[src/rtl/rx_char_buffer_pkg.sv]
package rx_char_buffer_pkg;

    typedef struct packed {
        logic frame;
        logic overrun;
        logic parity;
    } rxb_flags_t;

    localparam rxb_flags_t RXB_FLAGS_CLEAR = '{frame: 1'b0, overrun: 1'b0, parity: 1'b0};

    function automatic rxb_flags_t rxb_make_flags(input logic stop_bit,
                                                  input logic par_bad,
                                                  input logic par_on);
        rxb_flags_t f;
        f.frame   = ~stop_bit;
        f.overrun = 1'b0;
        f.parity  = par_bad & par_on;
        return f;
    endfunction

endpackage

[src/rtl/rxb_hold_stage.sv]
module rxb_hold_stage
    import rx_char_buffer_pkg::*;
#(
    parameter int unsigned DATA_W = 8
) (
    input  logic              clk,
    input  logic              rst,
    input  logic              enable,
    input  logic              parity_on,
    input  logic              in_valid,
    input  logic [DATA_W-1:0] in_data,
    input  logic              in_stop,
    input  logic              in_par_bad,
    input  logic              start_pulse,
    input  logic              q_full,
    input  logic              q_pop,
    output logic              push,
    output logic [DATA_W-1:0] push_data,
    output rxb_flags_t        push_flags
);

    logic              held_valid;
    logic [DATA_W-1:0] held_data;
    rxb_flags_t        held_flags;
    logic              ovr_pending;
    logic              loss_event;

    assign push       = enable && held_valid && (!q_full || q_pop);
    assign loss_event = enable && held_valid && q_full && !q_pop && start_pulse;

    assign push_data          = held_data;
    assign push_flags.frame   = held_flags.frame;
    assign push_flags.parity  = held_flags.parity;
    assign push_flags.overrun = ovr_pending;

    always_ff @(posedge clk) begin
        if (rst || !enable) begin
            held_valid  <= 1'b0;
            held_data   <= '0;
            held_flags  <= RXB_FLAGS_CLEAR;
            ovr_pending <= 1'b0;
        end else begin
            if (in_valid) begin
                held_valid <= 1'b1;
                held_data  <= in_data;
                held_flags <= rxb_make_flags(in_stop, in_par_bad, parity_on);
            end else if (push) begin
                held_valid <= 1'b0;
            end
            if (loss_event) begin
                ovr_pending <= 1'b1;
            end else if (push) begin
                ovr_pending <= 1'b0;
            end
        end
    end

    // A waiting frame is kept while no slot opens
    assert_hold_kept_R11: assert property (@(posedge clk) disable iff (rst)
        (enable && held_valid && q_full && !q_pop && !in_valid) |=> held_valid);

    // An overrun always marks the next frame that enters the queue
    assert_overrun_marked_R7: assert property (@(posedge clk) disable iff (rst)
        (loss_event && enable) |=> (ovr_pending || !enable));

endmodule

[src/rtl/rxb_queue.sv]
module rxb_queue
    import rx_char_buffer_pkg::*;
#(
    parameter int unsigned DATA_W = 8,
    parameter int unsigned DEPTH  = 2
) (
    input  logic              clk,
    input  logic              rst,
    input  logic              flush,
    input  logic              push,
    input  logic [DATA_W-1:0] push_data,
    input  rxb_flags_t        push_flags,
    input  logic              pop_req,
    output logic              pop,
    output logic              full,
    output logic              empty,
    output logic [DATA_W-1:0] head_data,
    output rxb_flags_t        head_flags,
    output logic [$clog2(DEPTH+1)-1:0] level
);

    localparam int unsigned PW = (DEPTH > 1) ? $clog2(DEPTH) : 1;
    localparam int unsigned CW = $clog2(DEPTH + 1);
    localparam logic [PW-1:0] LAST_IDX = PW'(DEPTH - 1);

    logic [DATA_W-1:0] data_mem [DEPTH];
    rxb_flags_t        flag_mem [DEPTH];
    logic [PW-1:0]     wr_ptr;
    logic [PW-1:0]     rd_ptr;
    logic [CW-1:0]     count;

    function automatic logic [PW-1:0] step_ptr(input logic [PW-1:0] p);
        return (p == LAST_IDX) ? '0 : p + 1'b1;
    endfunction

    assign empty      = (count == '0);
    assign full       = (count == CW'(DEPTH));
    assign pop        = pop_req && !empty;
    assign head_data  = data_mem[rd_ptr];
    assign head_flags = flag_mem[rd_ptr];
    assign level      = count;

    always_ff @(posedge clk) begin
        if (rst || flush) begin
            wr_ptr <= '0;
            rd_ptr <= '0;
            count  <= '0;
        end else begin
            if (push) begin
                wr_ptr <= step_ptr(wr_ptr);
            end
            if (pop) begin
                rd_ptr <= step_ptr(rd_ptr);
            end
            case ({push, pop})
                2'b10:   count <= count + 1'b1;
                2'b01:   count <= count - 1'b1;
                default: count <= count;
            endcase
        end
    end

    for (genvar i = 0; i < DEPTH; i++) begin : g_slot
        always_ff @(posedge clk) begin
            if (rst) begin
                data_mem[i] <= '0;
                flag_mem[i] <= RXB_FLAGS_CLEAR;
            end else if (push && !flush && wr_ptr == PW'(i)) begin
                data_mem[i] <= push_data;
                flag_mem[i] <= push_flags;
            end
        end
    end

    // Never write into a full queue unless a read frees a slot the same cycle
    assert_no_overflow_R4: assert property (@(posedge clk) disable iff (rst)
        (push && full) |-> pop);

    // A read from an empty queue leaves the read side untouched
    assert_empty_read_R12: assert property (@(posedge clk) disable iff (rst)
        (pop_req && empty && !flush) |=> $stable(rd_ptr));

endmodule

[src/rtl/rxb_host_view.sv]
module rxb_host_view
    import rx_char_buffer_pkg::*;
#(
    parameter int unsigned DATA_W = 8
) (
    input  logic              clk,
    input  logic              rst,
    input  logic              q_empty,
    input  logic              q_pop,
    input  logic [DATA_W-1:0] q_head_data,
    input  rxb_flags_t        q_head_flags,
    input  logic              int_en,
    output logic              ready,
    output logic              int_req,
    output rxb_flags_t        flags,
    output logic [DATA_W-1:0] data
);

    logic [DATA_W-1:0] last_read;

    always_ff @(posedge clk) begin
        if (rst) begin
            last_read <= '0;
        end else if (q_pop) begin
            last_read <= q_head_data;
        end
    end

    assign ready   = !q_empty;
    assign int_req = ready && int_en;
    assign flags   = q_empty ? RXB_FLAGS_CLEAR : q_head_flags;
    assign data    = q_empty ? last_read : q_head_data;

endmodule

[src/rtl/rx_char_buffer.sv]
module rx_char_buffer
    import rx_char_buffer_pkg::*;
#(
    parameter int unsigned DATA_W = 8,
    parameter int unsigned DEPTH  = 2
) (
    input  logic              clk,
    input  logic              rst,
    input  logic              rx_enable,
    input  logic              irq_enable,
    input  logic              parity_check,
    input  logic              frm_valid,
    input  logic [DATA_W-1:0] frm_data,
    input  logic              frm_stop,
    input  logic              frm_par_err,
    input  logic              start_seen,
    input  logic              rd_strobe,
    output logic              rx_ready,
    output logic              irq,
    output logic              flag_frame,
    output logic              flag_overrun,
    output logic              flag_parity,
    output logic [DATA_W-1:0] rd_data
);

    localparam int unsigned CW = $clog2(DEPTH + 1);

    logic              q_push;
    logic [DATA_W-1:0] q_push_data;
    rxb_flags_t        q_push_flags;
    logic              q_pop;
    logic              q_full;
    logic              q_empty;
    logic [DATA_W-1:0] q_head_data;
    rxb_flags_t        q_head_flags;
    logic [CW-1:0]     q_level;
    rxb_flags_t        view_flags;

    rxb_hold_stage #(.DATA_W(DATA_W)) i_hold (
        .clk         (clk),
        .rst         (rst),
        .enable      (rx_enable),
        .parity_on   (parity_check),
        .in_valid    (frm_valid),
        .in_data     (frm_data),
        .in_stop     (frm_stop),
        .in_par_bad  (frm_par_err),
        .start_pulse (start_seen),
        .q_full      (q_full),
        .q_pop       (q_pop),
        .push        (q_push),
        .push_data   (q_push_data),
        .push_flags  (q_push_flags)
    );

    rxb_queue #(.DATA_W(DATA_W), .DEPTH(DEPTH)) i_queue (
        .clk        (clk),
        .rst        (rst),
        .flush      (!rx_enable),
        .push       (q_push),
        .push_data  (q_push_data),
        .push_flags (q_push_flags),
        .pop_req    (rd_strobe),
        .pop        (q_pop),
        .full       (q_full),
        .empty      (q_empty),
        .head_data  (q_head_data),
        .head_flags (q_head_flags),
        .level      (q_level)
    );

    rxb_host_view #(.DATA_W(DATA_W)) i_view (
        .clk          (clk),
        .rst          (rst),
        .q_empty      (q_empty),
        .q_pop        (q_pop),
        .q_head_data  (q_head_data),
        .q_head_flags (q_head_flags),
        .int_en       (irq_enable),
        .ready        (rx_ready),
        .int_req      (irq),
        .flags        (view_flags),
        .data         (rd_data)
    );

    assign flag_frame   = view_flags.frame;
    assign flag_overrun = view_flags.overrun;
    assign flag_parity  = view_flags.parity;

    // Dropping the enable leaves nothing readable after the next edge
    assert_flush_empty_R2: assert property (@(posedge clk) disable iff (rst)
        !rx_enable |=> !rx_ready);

    // The request is only raised while the queue holds data
    assert_irq_needs_data_R3: assert property (@(posedge clk) disable iff (rst)
        irq |-> (q_level != '0));

    // Occupancy never exceeds the queue depth
    assert_level_bound_R4: assert property (@(posedge clk) disable iff (rst)
        q_level <= CW'(DEPTH));

endmodule

[config.mk]
export PLATFORM = sky130hd
export DESIGN_NAME = rx_char_buffer
export DESIGN_NICKNAME = d
export VERILOG_FILES = /design/src/rtl/rx_char_buffer_pkg.sv /design/src/rtl/rxb_hold_stage.sv /design/src/rtl/rxb_queue.sv /design/src/rtl/rxb_host_view.sv /design/src/rtl/rx_char_buffer.sv
export SDC_FILE = /design/constraint.sdc
export NUM_CORES = 1
export LEC_CHECK = 0
export BUFFER_PORTS_ARGS = -buffer_cell sky130_fd_sc_hd__buf_2
export CORE_ASPECT_RATIO = 1.4
export CORE_UTILIZATION = 40
export CTS_BUF_LIST = sky130_fd_sc_hd__clkbuf_8 sky130_fd_sc_hd__clkbuf_16
export CTS_CLUSTER_SIZE = 12
export DETAILED_ROUTE_END_ITERATION = 8
export GPL_TIMING_DRIVEN = 0
export PLACE_DENSITY = 0.58
export SYNTH_ARGS = -nofsm -noshare
export SYNTH_HDL_FRONTEND = slang
export SYNTH_SLANG_ARGS = --single-unit
[constraint.sdc]
create_clock -name clk -period 2 [get_ports clk]
set_clock_uncertainty 0.05 [all_clocks]
set_input_delay 0.1 -clock clk [delete_from_list [all_inputs] [get_ports clk]]
set_output_delay 0.1 -clock clk [all_outputs]
set_load 0.02 [all_outputs]
# Word level (Yosys, flattened, before mapping)
# Memories as Yosys holds them, arrays and structs flattened. A register that Yosys moved wholly into a read port is not among the register bits.
# Index checks and enable logic that the tools add are counted.
[op_classes]
eq_ne = 3
muxes = 24
bitwise = 7
n_reduce_logical = 20
addsub = 4
[op_table]
columns = ["cell", "count"]
rows = [
  ["two-way mux 8 bit", 3],
  ["two-way mux 1 bit", 17],
  ["logical AND 1 bit", 10],
  ["two-way mux 3 bit", 3],
  ["nonzero test 2 bit", 3],
  ["== test 2 bit, second input constant", 2],
  ["logical NOT 1 bit", 4],
  ["bitwise OR 1 bit", 4],
  ["case mux 2 bit (2 select lines)", 1],
  ["adder 1 bit, second input constant", 2],
  ["adder 2 x 1 -> 2 bit, second input constant", 1],
  ["== test 2 x 1 -> 1 bit, second input constant", 1],
  ["logical NOT 2 bit", 1],
  ["logical OR 1 bit", 2],
  ["inverter 1 bit", 2],
  ["subtractor 2 x 1 -> 2 bit, second input constant", 1],
  ["AND 1 bit", 1],
]
[word_totals]
ramBits = 22
inputBits = 18
reg_bits = 24
word_cells = 69
output_inout_bits = 13
memories = 2
[memory_table]
columns = ["memory", "words", "word_bits", "rd", "rd_clocked_by_memory_dff", "wr", "line_no", "text"]
rows = [
  ["i_queue.data_mem", 2, 8, 1, 1, 2, "rxb_queue.sv:26", "logic [DATA_W-1:0] data_mem [DEPTH];"],
  ["i_queue.flag_mem", 2, 3, 1, 1, 2, "rxb_queue.sv:27", "rxb_flags_t flag_mem [DEPTH];"],
]

# Depth between registers and ports, before layout
[logic_depth]
ltp_word = 11
mapped_depth = 7
depth_no_buf = 7

# Hierarchy
# A second synthesis with hierarchy kept.
[hier_totals]
cells_unflattened = 183
hier_area_um2 = 2075.7
[by_module_without_submodules]
columns = ["mod", "seq_area_each_um2", "n_inst", "area_each_um2", "cells_each"]
rows = [
  ["rxb_queue", 760.7, 1, 1177.4, 98],
  ["rxb_hold_stage", 240.2, 1, 454.2, 44],
  ["rxb_host_view", 160.2, 1, 440.4, 40],
  ["rx_char_buffer", 0.0, 1, 3.8, 1],
]

# Worst setup path after synthesis
# OpenSTA, ideal clock, no wires.
[synth_timing]
path_kind = "register -> register"
startpoint = "register i_queue.count[0], in the netlist i_queue.level[0]"
endpoint = "register i_queue.count[1], in the netlist i_queue.level[1]"
path_stages_with_launch = 7
period_less_slack_ns = 1.691
arrival_ns = 1.571
setup_ns = 0.070
slack_ns = 0.309
t_required_ns = 1.880
path_cell_list = "dfxtp_1 -> o21a_1 -> buf_4 -> buf_6 -> ha_1 -> or3_1 -> a21oi_1"
[synth_between]
elab_chain_len = 7
elab_cells_between_ends = 13
[synth_rtl]
columns = ["item", "line_no", "text"]
rows = [
  ["from (decl)", "rxb_queue.sv:30", "logic [CW-1:0] count;"],
  ["from (signal assigned)", "rxb_queue.sv:56", "2'b10: count <= count + 1'b1;"],
  ["from (signal assigned)", "rxb_queue.sv:57", "2'b01: count <= count - 1'b1;"],
  ["from (signal assigned)", "rxb_queue.sv:58", "default: count <= count;"],
  ["logical NOT 2 bit *", "rxb_queue.sv:36", "assign empty = (count == '0);"],
  ["logical NOT 1 bit *", "rxb_queue.sv:38", "assign pop = pop_req && !empty;"],
  ["logical AND 1 bit *", "rxb_queue.sv:38", ""],
  ["via i_hold.q_pop", "rxb_hold_stage.sv:16", "input logic q_pop,"],
  ["logical OR 1 bit", "rxb_hold_stage.sv:28", "assign push = enable && held_valid && (!q_full || q_pop);"],
  ["logical AND 1 bit", "rxb_hold_stage.sv:28", ""],
  ["== test 2 x 1 -> 1 bit / == test 2 bit (equally long branches)", "rxb_queue.sv:55", "case ({push, pop})"],
  ["case mux 2 bit (2 select lines) / nonzero test 2 bit (equally long branches)", "n/a", ""],
]
# The timed path passes the listed nets; every way through them passes the cells marked *.
# A chain may end at the register's enable or synchronous reset.

# Worst setup path after layout
[layout_timing]
startpoint = "register i_queue.count[1], in the netlist i_queue.level[1]"
endpoint = "register i_queue.count[1], in the netlist i_queue.level[1]"
[layout_between]
elab_chain_len = 7
elab_cells_between_ends = 13
[layout_rtl]
columns = ["item", "line_no"]
rows = [
  ["logical NOT 2 bit", "rxb_queue.sv:36"],
  ["logical NOT 1 bit", "rxb_queue.sv:38"],
  ["logical AND 1 bit", "rxb_queue.sv:38"],
  ["logical OR 1 bit", "rxb_hold_stage.sv:28"],
  ["logical AND 1 bit", "rxb_hold_stage.sv:28"],
  ["== test 2 x 1 -> 1 bit / == test 2 bit (equally long branches)", "rxb_queue.sv:55"],
  ["case mux 2 bit (2 select lines) / nonzero test 2 bit (equally long branches)", "n/a"],
]
# Several ways; a longest one is shown, not always the timed one.

==> results_dict.tcl <==
set metrics [dict create \
    postRouteAntennaNets 0 \
    seq_power_share 0.561 \
    required_ns 2.19 \
    fin_nets 241 \
    synth_area_leaders "sky130_fd_sc_hd__edfxtp_1, sky130_fd_sc_hd__dfxtp_1, sky130_fd_sc_hd__mux2i_1" \
    postSynthNetCount 195 \
    grt_usage 0.164 \
    ys_ff_latch 47 \
    grt_start_max_net_pins 17 \
    die-width_microns 61.7 \
    syn_to_final_growth_pct 21.7 \
    top_ports 31 \
    timing.max_slew.rel_slack 0.660 \
    design.core.area_sq_um 4800 \
    clock_tree.buffer_depth 2 \
    synth_cells 176 \
    clock_power_share 0.375 \
    diodes 0 \
    min_path_type "in -> reg" \
    clock_sink_count 47 \
    drt-pass1-iter-count 4 \
    routedWlPerCell_microns 13.1 \
    clkSlewWorstSetupHoldPaths_ns 0.09 \
    stdcell_count 287 \
    synthesis.area_sq_um 1990 \
    hpwl_microns 2830 \
    post-place-cells 270 \
    number_of_global_route_vias_before_repair 1402 \
    grt_overflow_total 0 \
    antenna_found_initial 0 \
    final_min_period_over_clock_period 0.925 \
    hold_viol 0 \
    dr_total_vias 1379 \
    place_ws_ns 0.114 \
    p_per_area_nw_per_um2 766 \
    crit_buf_inv 1 \
    critPathArrivalTime_ns 2.04 \
    share_of_final_layout_standard_cells_stronger_than_drive_strength_1 0.242 \
    cp-end-kind "register" \
    worst_tran_pin_value_ns 0.511 \
    rsz0062_at_grt "false" \
    start_util 0.415 \
    power_leakage_nw 0.960 \
    outcome "finished clean" \
    final_max_slew_viol_count 0 \
    synth_top_cell_area_share 0.331 \
    critical_path.max_fanout 5 \
    number_of_cell_rows 30 \
    layout.cells.most_common_list "sky130_fd_sc_hd__nor2_1, sky130_fd_sc_hd__buf_2, sky130_fd_sc_hd__dfxtp_1, sky130_fd_sc_hd__and2_1, sky130_fd_sc_hd__edfxtp_1" \
    swShare 0.215 \
    ys.flop_type "sky130_fd_sc_hd__dfxtp_1" \
    area.sequential_sq_um 1160 \
    cap_viol_max_count 0 \
    setup-tns-final_ns 0 \
    max_clock_freq_ghz 0.540 \
    multi_input_area_sq_um 762 \
    post_synth_num_cell_types 29 \
    tritoncts.num_buffers 5 \
    cts_root_buffer "sky130_fd_sc_hd__clkbuf_8" \
    timing_worst_setup_path_type "reg -> reg" \
    placedInstanceArea_sq_um 2220 \
    latest_clock_arrival_within_the_worst_skew_pair_ns 0.30 \
    via_per_inst 4.80 \
    cp_slowest_cell "sky130_fd_sc_hd__dfxtp_1" \
    die_h_microns 85.5 \
    cpLargestDelayFamily "simple AND/OR/NAND/NOR gates" \
    layout_setup_ws_ns 0.150 \
    vdd_drop_max_v 0.000602 \
    ys_seq_area_frac 0.583 \
    cts.htree.levels 2 \
    p_comb_frac 0.064 \
    report.final.setup_viol 0 \
    final_core_util 0.505 \
    first_pass_grt_wire_length_microns 6380 \
    cp_cell_sequence "nor3b_4 -> nor2_2 -> inv_1 -> ha_1 -> or3_1 -> a21oi_1" \
    drt-initial-drc-count 39 \
    tritoncts "done" \
    synth-async-reset-ratio 0 \
    layout_min_cycle_time_ns 1.85 \
    post-route-cell-area_sq_um 2430 \
    globalplace.congestion 0.727 \
    synth_enable_flop_cells 22 \
    detail_route.drc_violations 0 \
    internal_power_mw 1.46 \
    switching_component_of_the_power_mw 0.400 \
    drt_wl_total_microns 3770 \
    floorplan.die_area_sq_um 5270 \
    synth_area_leader_cell "sky130_fd_sc_hd__edfxtp_1" \
    postSynthAreaPerCell_sq_um 11.3 \
    critical-path-max-stage-delay_ns 0.39 \
    yosysWarnings 0 \
    start_kind "register" \
    portBuffers 30 \
    layout.filler_cells 464 \
]
## sequential cells by signal, summed over array words and instances, names as in the netlist, 2 cells and up, named ones only
name / flops
i_hold.push_flags: 2
i_queue.flag_mem: 6
i_hold.push_data: 8
i_queue.level: 2
i_queue.data_mem: 16
i_view.last_read: 8
## path summary, 6_finish.rpt
path              slack, ns  depth (start not counted)                   end                  from
setup / recovery       0.15                          6      i_queue.level[1]      i_queue.level[1]
hold / removal        0.008                          3   i_hold.push_data[7]           frm_data[7]
setup reg to reg       0.15                          6      i_queue.level[1]      i_queue.level[1]
hold reg to reg        0.45                          2  i_hold.push_flags[0]  i_hold.push_flags[0]
## worst register-to-register path: stages (launching register included)
cell                      delay, ns
sky130_fd_sc_hd__dfxtp_1       0.39
sky130_fd_sc_hd__nor3b_4       0.36
sky130_fd_sc_hd__nor2_2        0.11
sky130_fd_sc_hd__inv_1         0.11
sky130_fd_sc_hd__ha_1          0.27
sky130_fd_sc_hd__or3_1         0.36
sky130_fd_sc_hd__a21oi_1       0.14
## metrics by stage
stage                     hold WS (ns)  total power [mW]
after floorplan                  0.149              1.13
after global placement           0.234              1.17
after detailed placement         0.251              1.17
after CTS                       0.0102              1.88
after global routing            0.0242              1.93
final                          0.00786              1.86
## logic make-up after synthesis
family | count (synthesis) | share of synthesized area
simple gates | 67 | 0.182
mux | 19 | 0.0954
buf+inv | 13 | 0.0364
fa+ha+maj | 1 | 0.00628
compound gates | 26 | 0.0841
xor+xnor | 3 | 0.0132
flops | 47 | 0.583
## cells in the mapped netlist (all sizes together), types with 2 or more instances
cell	number
and2	23
a21o	3
nand2b	2
nor2	35
mux2i	19
buf	9
dfxtp	25
a21oi	12
edfxtp	22
inv	3
a211oi	9
xnor2	2
## per-layer routing
| layer | share of wire | routed length [microns] | vias up | track usage |
|---|---|---|---|---|
| li1 | - | - | 693 | - |
| met5 | 0 | 0 | - | 0 |
| met3 | 0.040 | 149 | 5 | 0.0392 |
| met1 | 0.40 | 1520 | 645 | 0.172 |
| met2 | 0.54 | 2050 | 36 | 0.302 |
| met4 | 0.015 | 58 | 0 | 0.0626 |
## power by group through the flow
stage                     sequential (mW)  clock, mW  combinational, mW
after floorplan                      1.06          0             0.0684
after global placement               1.06          0              0.104
after detailed placement             1.07          0              0.109
after CTS                            1.04      0.717              0.120
after global routing                 1.05      0.750              0.132
final                                1.04      0.697              0.118
## what timing repair did
action / 4_1_cts / 5_1_grt
hold buffers: 7 / 0
hold endpoints to repair: 7 / 0
resized for setup: 0 / 1
setup buffers: 0 / 2
setup endpoints to repair: 0 / 1
## cell type report
class,count,share of cell area
Timing Repair Buffer,39,0.0970
Multi-Input combinational cell,116,0.314
Buffer,10,0.0253
Clock buffer,5,0.0284
Sequential cell,47,0.479
Inverter,3,0.00464
Tap cell,64,0.0330
Clock inverter,3,0.0191
No activity file was read; power rests on OpenSTA's default activity.
